<file path="config.mk">
export PLATFORM = sky130hd
export DESIGN_NAME = gang_gpio_port
export DESIGN_NICKNAME = d
export VERILOG_FILES = /design/src/rtl/gang_gpio_pkg.sv /design/src/rtl/gang_plain_regs.sv /design/src/rtl/gang_lock_reg.sv /design/src/rtl/gang_pin_mux.sv /design/src/rtl/gang_gpio_port.sv
export SDC_FILE = /design/constraint.sdc
export NUM_CORES = 1
export LEC_CHECK = 0
export BUFFER_PORTS_ARGS = -buffer_cell sky130_fd_sc_hd__buf_4
export CAP_MARGIN = 5
export CORE_ASPECT_RATIO = 1.1
export CORE_MARGIN = 1
export CORE_UTILIZATION = 40
export CTS_CLUSTER_DIAMETER = 120
export DETAILED_ROUTE_END_ITERATION = 6
export PLACE_DENSITY = 0.64
export SETUP_SLACK_MARGIN = 0.5
export SLEW_MARGIN = 10
export SYNTH_ARGS = -nofsm -noshare
export SYNTH_HDL_FRONTEND = slang
export SYNTH_SLANG_ARGS = --single-unit
</file>
<file path="constraint.sdc">
create_clock -name clk -period 2.83 [get_ports clk]
set_input_delay 0.283 -clock clk [delete_from_list [all_inputs] [get_ports clk]]
set_output_delay 0.283 -clock clk [all_outputs]
set_load 0.01 [all_outputs]
</file>
<file path="src/rtl/gang_gpio_pkg.sv">
package gang_gpio_pkg;
  localparam int ADDR_W  = 3;
  localparam int N_PLAIN = 4;

  typedef enum logic [ADDR_W-1:0] {
    RA_DATA  = 3'd0,
    RA_DIR   = 3'd1,
    RA_DRIVE = 3'd2,
    RA_SLEW  = 3'd3,
    RA_GANG  = 3'd4
  } reg_addr_e;
endpackage

</file>
<file path="src/rtl/gang_plain_regs.sv">
module gang_plain_regs
  import gang_gpio_pkg::*;
#(
  parameter int PINS = 8
) (
  input  logic                            clk,
  input  logic                            rst,
  input  logic                            we,
  input  logic [ADDR_W-1:0]               addr,
  input  logic [PINS-1:0]                 wdata,
  output logic [N_PLAIN-1:0][PINS-1:0]    q
);
  // One freely rewritable register per plain address (value, direction, drive, slew)
  for (genvar k = 0; k < N_PLAIN; k++) begin : g_reg
    logic [PINS-1:0] r;
    always_ff @(posedge clk) begin
      if (rst) begin
        r <= '0;
      end else if (we && addr == ADDR_W'(k)) begin
        r <= wdata;
      end
    end
    assign q[k] = r;
  end
endmodule

</file>
<file path="src/rtl/gang_lock_reg.sv">
module gang_lock_reg
  import gang_gpio_pkg::*;
#(
  parameter int PINS = 8
) (
  input  logic              clk,
  input  logic              rst,
  input  logic              we,
  input  logic [ADDR_W-1:0] addr,
  input  logic [PINS-1:0]   wdata,
  output logic [PINS-1:0]   gang_q
);
  logic locked;

  // First accepted write stores the value and sets the lock; only reset clears it
  always_ff @(posedge clk) begin
    if (rst) begin
      gang_q <= '0;
      locked <= 1'b0;
    end else if (we && addr == RA_GANG && !locked) begin
      gang_q <= wdata;
      locked <= 1'b1;
    end
  end
endmodule

</file>
<file path="src/rtl/gang_pin_mux.sv">
module gang_pin_mux #(
  parameter int PINS = 8
) (
  input  logic [PINS-1:0] dat,
  input  logic [PINS-1:0] dir,
  input  logic [PINS-1:0] drv,
  input  logic [PINS-1:0] slw,
  input  logic [PINS-1:0] gang,
  output logic [PINS-1:0] out_o,
  output logic [PINS-1:0] oe_o,
  output logic [PINS-1:0] hid_o,
  output logic [PINS-1:0] fast_o
);
  for (genvar n = 0; n < PINS; n++) begin : g_pin
    if (n == 0) begin : g_lead
      // Leader pin: always drives while ganging is on
      assign out_o[0]  = dat[0];
      assign oe_o[0]   = dir[0] | gang[0];
      assign hid_o[0]  = oe_o[0] & drv[0];
      assign fast_o[0] = oe_o[0] & slw[0];
    end else begin : g_follow
      // Follower pin: slaved to the leader only when enable and select are both set
      logic joined;
      assign joined    = gang[0] & gang[n];
      assign out_o[n]  = joined ? dat[0] : dat[n];
      assign oe_o[n]   = joined | dir[n];
      assign hid_o[n]  = oe_o[n] & (joined ? drv[0] : drv[n]);
      assign fast_o[n] = oe_o[n] & (joined ? slw[0] : slw[n]);
    end
  end
endmodule

</file>
<file path="src/rtl/gang_gpio_port.sv">
module gang_gpio_port
  import gang_gpio_pkg::*;
#(
  parameter int PINS = 8
) (
  input  logic              clk,
  input  logic              rst,
  input  logic              bus_we,
  input  logic [ADDR_W-1:0] bus_addr,
  input  logic [PINS-1:0]   bus_wdata,
  output logic [PINS-1:0]   bus_rdata,
  output logic [PINS-1:0]   pin_out,
  output logic [PINS-1:0]   pin_oe,
  output logic [PINS-1:0]   pin_hidrive,
  output logic [PINS-1:0]   pin_fastslew
);
  logic [N_PLAIN-1:0][PINS-1:0] plain_q;
  logic [PINS-1:0] dat_q, dir_q, drv_q, slw_q, gang_q;

  gang_plain_regs #(.PINS(PINS)) u_plain (
    .clk(clk), .rst(rst), .we(bus_we), .addr(bus_addr),
    .wdata(bus_wdata), .q(plain_q)
  );

  gang_lock_reg #(.PINS(PINS)) u_lock (
    .clk(clk), .rst(rst), .we(bus_we), .addr(bus_addr),
    .wdata(bus_wdata), .gang_q(gang_q)
  );

  assign dat_q = plain_q[RA_DATA];
  assign dir_q = plain_q[RA_DIR];
  assign drv_q = plain_q[RA_DRIVE];
  assign slw_q = plain_q[RA_SLEW];

  gang_pin_mux #(.PINS(PINS)) u_mux (
    .dat(dat_q), .dir(dir_q), .drv(drv_q), .slw(slw_q), .gang(gang_q),
    .out_o(pin_out), .oe_o(pin_oe), .hid_o(pin_hidrive), .fast_o(pin_fastslew)
  );

  always_comb begin
    case (bus_addr)
      RA_DATA:  bus_rdata = dat_q;
      RA_DIR:   bus_rdata = dir_q;
      RA_DRIVE: bus_rdata = drv_q;
      RA_SLEW:  bus_rdata = slw_q;
      RA_GANG:  bus_rdata = gang_q;
      default:  bus_rdata = '0;
    endcase
  end
endmodule

</file>
After elaboration in Yosys (flattened, before gate mapping)

Index checks and enable logic that the tools add are counted.

Bitwise gates (word level): 31
Eq/ne operators: 4
Muxes and demuxes: 22
Reduce and logical (&&, ||, !) cells: 8

Operator list:

| cell                                                 | number |
|---|---|
| one-hot mux 8 bit (5 select lines)                   | 1 |
| AND 1 bit                                            | 23 |
| two-way mux 1 bit                                    | 21 |
| OR 1 bit                                             | 8 |
| equality test 3 x 2 -> 1 bit (second input constant) | 2 |
| logical AND 1 bit                                    | 6 |
| equality test 3 x 1 -> 1 bit (second input constant) | 1 |
| equality test 3 bit (second input constant)          | 1 |
| zero test 3 bit                                      | 1 |
| zero test 1 bit                                      | 1 |

Bits of input ports: 14
Output and inout port bits: 40
Flip-flop bits (word level): 41
Logic and storage cells: 71

Longest topological paths before layout

Gate-level depths: netlist of the first run.

Depth after elaboration: 3
Depth in mapped cells: 5
Mapped depth without buffers: 3

Hierarchy

From an unflattened synthesis of the first run, not the netlist that was laid out.

Cell total of the unflattened synthesis: 269
Area total of the unflattened synthesis: 2513.7 um^2

By module, submodules not included:

| module          | sequential area each (um^2) | instances | cells each | area an instance (um^2) |
|---|---|---|---|---|
| gang_plain_regs | 640.6                       | 1         | 117        | 1307.5 |
| gang_pin_mux    | 0.0                         | 1         | 71         | 436.7 |
| gang_lock_reg   | 180.2                       | 1         | 38         | 410.4 |
| gang_gpio_port  | 0.0                         | 1         | 43         | 359.1 |

Worst setup path after synthesis of the first run

No wires, ideal clock.

Path kind: input to output
From: input bus_addr[2]
To: output bus_rdata[0]
Required time: 2.547 ns
Buffers on the path: 2
Arrival: 1.163 ns
Cell stages on the path: 5
Setup slack: 1.384 ns
Path through: buf_2 -> or2_2 -> clkbuf_1 -> a2bb2oi_1 -> o21ai_0

Cells in the longest elaborated chain, start to end: 2
Elaborated cells on any way between the ends: 6
Classes of those cells: eq/ne: 4; mux: 1; reduce/logical: 1

RTL lines:

| item                                              | line                 | RTL |
|---|---|---|
| start, declared                                   | gang_gpio_port.sv:9  | `input logic [ADDR_W-1:0] bus_addr,` |
| equality test 3 bit, or another cell as far along | gang_gpio_port.sv:41 | `case (bus_addr)` |
| one-hot mux 8 bit (5 select lines) (*)            | gang_gpio_port.sv:41 |  |
| end, declared                                     | gang_gpio_port.sv:11 | `output logic [PINS-1:0] bus_rdata,` |

Mark *: on every way between the ends. The rest lies on a longest branch, timed or not.

Worst setup path after layout of the first run

From: register u_lock.gang_q[0]
To: output pin_out[7]

Cells in the longest elaborated chain, start to end: 2

RTL lines:

| item                   | line                 | RTL |
|---|---|---|
| start, declared        | gang_lock_reg.sv:11  | `output logic [PINS-1:0] gang_q` |
| start signal, assigned | gang_lock_reg.sv:21  | `gang_q <= wdata;` |
| AND 1 bit              | gang_pin_mux.sv:24   | `assign joined = gang[0] & gang[n];` |
| two-way mux 1 bit      | gang_pin_mux.sv:25   | `assign out_o[n] = joined ? dat[0] : dat[n];` |
| end, declared          | gang_gpio_port.sv:12 | `output logic [PINS-1:0] pin_out,` |

No other way between the ends.

==> run summary, run 1 <==
First-pass GRT wire length -> 9584 um
Diode count -> 0
H-tree depth -> 2
Post-CTS Setup Inserts -> 0
Initial Utilization -> 42.22%
Final Hold Viols -> 0
Delay-heaviest family, CP -> flip-flops
Outcome -> finished clean
Resize count post-CTS -> 0
Setup TNS Final -> 0 ns
RePlAce Congestion -> 0.8080
Critical R2R Launch -> u_lock.locked
Kind of end point of the critical path -> output port
WHS Endpoint -> u_plain.g_reg[3].r[7]
Reg2Reg Depth -> 2
Clock latency on the worst-skew pair -> 0.29 ns
Cts hold-fix bufs -> 0
Critical path origin -> u_lock.gang_q[0]
WHS Path Cells -> 3
Nets -> 332
# fillers -> 545
Post-synth top flop -> dfxtp_1
Hold_sp -> bus_wdata[7]
Crit path required time -> 2.55 ns
First-pass DRT Iterations -> 4
Area Overhead vs Synth -> 20.42%
Synth Instances -> 278
Post-route core utilization -> 50.84%
Pwr Total -> 1.157 mW
Startpoint Class -> flop
Vias per Instance -> 5.266
Unrepaired setup endpoints after global routing -> no
Most used cell along the critical path -> buf_4
Reg2reg end -> u_lock.gang_q[7]
Crit path buffers/inverters -> 2
Grt ovf -> 0
VDD IR max -> 0.0002849 V
Period minus WS final -> 1.971 ns
Antenna viol nets, final -> 0
Total CTS buffers -> 5
Critical Path AT -> 1.69 ns
Ports -> 54
DR WL/cell -> 15.28 um
Fraction of registers with async set/reset -> 0%
Port Buf Inserts -> 53
Clock Tree Buf Depth -> 2
Relative slew slack -> 57.51%
Synth warn -> 0
Die W -> 74.65 um
CP Max Fanout -> 15
Core area -> 5500 um^2
Layout cells sized above 1 -> 23.51%
Worst-margin pin slew -> 0.6346 ns
DP HPWL -> 3983 um
Total wire length -> 6020 um
Max-cap violations -> 0
Commonest cells after routing, fill and taps aside -> buf_4 (54), nand2_1 (53), dfxtp_1 (41)
Post-Syn Area -> 2322 um^2
DIE AREA -> 6115 um^2
Commonest non-fill, non-tap cell in the layout -> buf_4
Worst-path cell chain -> buf_4 > nand2_1 > mux2_2 > buf_4
DRC Markers -> 0
Post-Syn Nets -> 292
Clock Sinks -> 41
CP Class -> reg2out
Critical Path Max Stage Delay -> 0.54 ns
Reg clk slew, reported paths -> 0.09 ns
Slowest cell on the critical path -> dfxtp_1
Vias in the first global route -> 1828
TritonCTS clock tree -> yes
# setup viols final -> 0
Largest net degree at the start of global routing -> 50
F_max -> 507.4 MHz
Final count of pins violating max slew -> 0
Power density cells -> 413.7 nW/um^2
Die height -> 81.92 um
Initial antenna violation count -> 0
Post-Syn Area per Cell -> 8.353 um^2
Root buffer cell -> clkbuf_8
Library cells used by synthesis -> 27
Multi-input gate area -> 1375 um^2
# rows -> 28
Fin crit share -> 69.64%
Register Area -> 820.8 um^2
#FFs+latches synth -> 41
Vias -> 2075
Clock Skew -> 0.008452 ns
Min-delay worst type -> in2reg
Sequential-to-total area share from yosys stat -> 35.34%
Total Routing Usage GR -> 20.88%
Drt first-iter violations -> 128
Post-synth EDFFs -> 0
R2R Setup Slk -> 1.66 ns
Leakage -> 1.189 nW
## registers in the layout (all words and copies together) (netlist names)
name	cells
u_lock.gang_q	8
u_lock.locked	1
u_plain.g.r	32
## cell usage after synthesis, types with 2 or more instances
cell type  instances  share of area, %
nand3_1           28               6.0
buf_4              3              0.97
clkbuf_1           7               1.1
buf_6              4               1.9
buf_1              2              0.32
o21ai_0            9               1.9
mux2_2             7               3.4
dfxtp_1           41                35
a21oi_1           17               3.7
buf_2              5               1.1
nand2b_1          24               6.5
nor2_1            17               2.7
or2_2              2              0.54
and2_1             2              0.54
nand2_1           53               8.6
a2bb2oi_1          7               2.6
mux2i_1           40                17
## worst min-delay path, stage by stage
cell,delay [ns]
buf_4,0.13
nand2_1,0.05
a21oi_1,0.05
## power breakdown
part           leakage (nW)  internal [mW]  switching [mW]
Combinational         0.803         0.0582          0.0687
Sequential            0.332          0.589          0.0148
Clock                0.0542          0.221           0.205
## stage by stage
step | std cells | cell area, um^2 | setup WS [ns] | hold WS [ns]
after floorplan | 278 | 2322 | 1.384 | 0.4190
after global placement | 386 | 2695 | 1.027 | 0.4450
after detailed placement | 386 | 2695 | 0.9712 | 0.4563
after CTS | 394 | 2796 | 0.8794 | 0.2647
after global routing | 394 | 2796 | 0.7413 | 0.2644
final | 394 | 2796 | 0.8592 | 0.2685
## routing by layer
layer  share of wire (%)  global-route usage, %
met1                  45                  29.25
met2                  49                  34.23
met3                 5.4                  3.436
met4                0.25                  2.830
met5                   0                      0
## logic make-up after synthesis
| group | count (synthesis) | synth area share, % |
|---|---|---|
| multiplexers | 47 | 20.64 |
| AND/OR/NAND/NOR | 135 | 30.01 |
| flip-flops | 41 | 35.34 |
| buffers and inverters | 21 | 5.442 |
| AO/OA/AOI/OAI | 34 | 8.567 |
## worst max-delay path by stage
stage | to | slack (ns) | cells past startpoint
2_1_floorplan | bus_rdata[0] | 1.38 | 5
3_3_place_gp | u_lock.gang_q[1] | 1.03 | 4
3_5_place_dp | u_lock.gang_q[7] | 0.97 | 4
4_1_cts | pin_out[4] | 0.88 | 4
5_1_grt | pin_out[4] | 0.74 | 4
6_report | pin_out[7] | 0.86 | 4
## layout make-up
type,count,share of cell area [%]
multi-input combinational,216,49.17
clock inverter,1,0.1790
timing repair buffer,54,14.50
clock buffer,7,3.445
sequential,41,29.35
tap,75,3.356
Power figures use the tool's default switching activity.
==> inputs of run 2 (changes only) <==
--- a/config.mk
+++ b/config.mk
@@ -5,6 +5,7 @@
 export SDC_FILE = /design/constraint.sdc
 export NUM_CORES = 1
 export LEC_CHECK = 0
+export ABC_AREA = 1
 export BUFFER_PORTS_ARGS = -buffer_cell sky130_fd_sc_hd__buf_4
 export CAP_MARGIN = 5
 export CORE_ASPECT_RATIO = 1.1
@@ -12,7 +13,7 @@
 export CORE_UTILIZATION = 40
 export CTS_CLUSTER_DIAMETER = 120
 export DETAILED_ROUTE_END_ITERATION = 6
-export PLACE_DENSITY = 0.64
+export PLACE_DENSITY = 0.67
 export SETUP_SLACK_MARGIN = 0.5
 export SLEW_MARGIN = 10
 export SYNTH_ARGS = -nofsm -noshare
==> constraint.sdc (replaced) <==
create_clock -name clk -period 1.73 [get_ports clk]
set_input_delay 0.173 -clock clk [delete_from_list [all_inputs] [get_ports clk]]
set_output_delay 0.173 -clock clk [all_outputs]
set_load 0.01 [all_outputs]
==> run 2 against run 1 <==
Count of clock-buffer cells in the layout did not move. Sequential power increased by 65%. Sequential share of layout area is 4.3 points lower. Clock skew down 0.00086 ns. Critical path type unchanged. Via count up 33%. Routed wire length up 37%. Die area grew 0.47%. Worst setup slack got worse by 0.56 ns. Critical path depth down 1. Largest power group unchanged. Register-to-register slack got worse by 1.0 ns.
==> run summary, run 2 <==
Vias -> 2761
WHS Path Cells -> 3
Startpoint Class -> flop
Port Buf Inserts -> 53
H-tree depth -> 2
Cts hold-fix bufs -> 0
Count leader, synth -> nand2_1
DR WL/cell -> 15.48 um
Post-route core utilization -> 62.56%
Total Routing Usage GR -> 26.15%
Layout cells sized above 1 -> 38.29%
F_max -> 699.7 MHz
Vias in the first global route -> 2267
# rows -> 28
Min setup slack post-route -> 0.3007 ns
Clock latency on the worst-skew pair -> 0.30 ns
RePlAce Congestion -> 0.8469
TritonCTS clock tree -> yes
Post-Syn Nets -> 391
Grt ovf -> 0
WHS Endpoint -> u_lock.gang_q[5]
First-pass GRT wire length -> 11740 um
CP Class -> reg2out
Post-Syn Area -> 2333 um^2
Regs by FF count -> u_plain.g.r: 32 flops, u_lock.gang_q: 8 flops, u_lock.locked: 1 flops
Relative slew slack -> 67.49%
Sequential-to-total area share from yosys stat -> 35.17%
Commonest cells in the synthesized netlist -> nand2_1 (99), nor2_1 (67), inv_1 (42)
DRC Markers -> 0
Period minus WS final -> 1.429 ns
Synth top area cells -> dfxtp_1 (35%), nand2_1 (16%), nor2_1 (11%)
Min-delay worst type -> in2reg
DIE AREA -> 6144 um^2
Reg clk slew, reported paths -> 0.08 ns
Global routing met2 resource utilization -> 43.15%
Area Overhead vs Synth -> 47.45%
Unrepaired setup endpoints after global routing -> yes
Power density cells -> 593.8 nW/um^2
Reg2reg end -> u_lock.gang_q[6]
Synth Instances -> 377
Register name with the most flops -> u_plain.g.r
Die height -> 82.11 um
Nets -> 471
Commonest non-fill, non-tap cell in the layout -> nand2_1
Yosys top cell by area -> dfxtp_1
Clock Skew -> 0.007596 ns
WHS -> 0.1470 ns
GR peak layer -> met2
Post-synth EDFFs -> 0
# setup viols final -> 0
Placed Cells incl. Taps -> 492
Fin crit share -> 82.62%
Die W -> 74.83 um
Fin area -> 3441 um^2
Post-Syn Area per Cell -> 6.190 um^2
Kind of end point of the critical path -> output port
Total CTS buffers -> 5
Initial Utilization -> 42.42%
#FFs+latches synth -> 41
Crit path required time -> 1.56 ns
Post-DP Area -> 2751 um^2
Critical R2R Launch -> u_lock.locked
Initial antenna violation count -> 0
Commonest cells after routing, fill and taps aside -> nand2_1 (90), buf_4 (70), nor2_1 (66)
Largest register FFs -> 32
Fraction of registers with async set/reset -> 0%
R2R Setup Slk -> 0.64 ns
Post-Layout Cell Count -> 532
Core area -> 5500 um^2
Leakage -> 1.543 nW
Library cells used by synthesis -> 23
Final Hold Viols -> 0
VDD IR max -> 0.0004107 V
First-pass DRT Iterations -> 5
Clock Sinks -> 41
Hold_sp -> bus_wdata[5]
Ports -> 54
Root buffer cell -> clkbuf_8
DP HPWL -> 4456 um
Antenna viol nets, final -> 0
Pwr Total -> 2.043 mW
Clock Tree Buf Depth -> 2
Vias per Instance -> 5.190
Diode count -> 0
Worst-margin pin slew -> 0.4869 ns
Max-cap violations -> 0
Drt first-iter violations -> 182
Reg2Reg Depth -> 4
Top-area cell type share of the netlist area -> 35.17%
GR Util met1 -> 34.13%
Met3 Usage GRT -> 4.490%
Final count of pins violating max slew -> 0
Setup slack at placement -> 0.2453 ns
Post-synth top flop -> dfxtp_1
Outcome -> finished clean
Largest net degree at the start of global routing -> 29
Synth warn -> 0
CP Max Fanout -> 8
Total wire length -> 8238 um
Critical Path AT -> 1.26 ns
Setup TNS Final -> 0 ns
-- run 2: layer usage --
metal / wire length [um] / vias to the layer above
li1: - / 1362
met1: 3431 / 1255
met2: 4024 / 123
met3: 562 / 21
met4: 220 / 0
met5: 0 / -
-- run 2: worst max-delay path by stage --
stage	from	to	slack (ns)	depth (start not counted)
final	u_lock.gang_q[0]	pin_out[1]	0.30	3
after global routing	u_plain.g_reg[0].r[0]	bus_rdata[0]	0.26	5
after CTS	u_plain.g_reg[0].r[0]	bus_rdata[0]	0.31	5
after detailed placement	bus_addr[1]	bus_rdata[3]	0.25	7
after global placement	bus_addr[1]	bus_rdata[3]	0.26	7
after floorplan	u_lock.gang_q[0]	pin_fastslew[1]	0.59	3
-- run 2: power breakdown --
part | switching, mW | internal [mW]
combinational | 0.220 | 0.157
sequential | 0.0271 | 0.972
clock | 0.349 | 0.317
total | 0.596 | 1.45
-- run 2: logic make-up (layout without fill, tap and decap cells) --
logic type | count (synthesis) | after routing | share of synthesized area, %
AND/OR/NAND/NOR | 222 | 222 | 41.72
buffers and inverters | 60 | 140 | 11.21
AO/OA/AOI/OAI | 54 | 54 | 11.90
flip-flops | 41 | 41 | 35.17
-- run 2: final cells by class --
| type | count | area [um^2] |
|---|---|---|
| Clock buffer | 7 | 86.33 |
| Fill cell | 522 | 2059 |
| Inverter | 44 | 180.2 |
| Multi-Input combinational cell | 276 | 1421 |
| Sequential cell | 41 | 862.1 |
| Tap cell | 75 | 93.84 |
| Timing Repair Buffer | 88 | 789.5 |
| Timing Repair inverter | 1 | 7.507 |
-- run 2: worst max-delay path, cell delays in order, from the launching register on --
cell and delay [ns]:
dfxtp_4 0.46, nand2_2 0.14, o21ai_0 0.20, buf_4 0.15
-- run 2: repair_timing --
item,CTS,global route
resized for setup,89,45
cloned,1,2
endpoints found under the setup margin,39,46
setup buffers,19,11
pin swaps,12,17
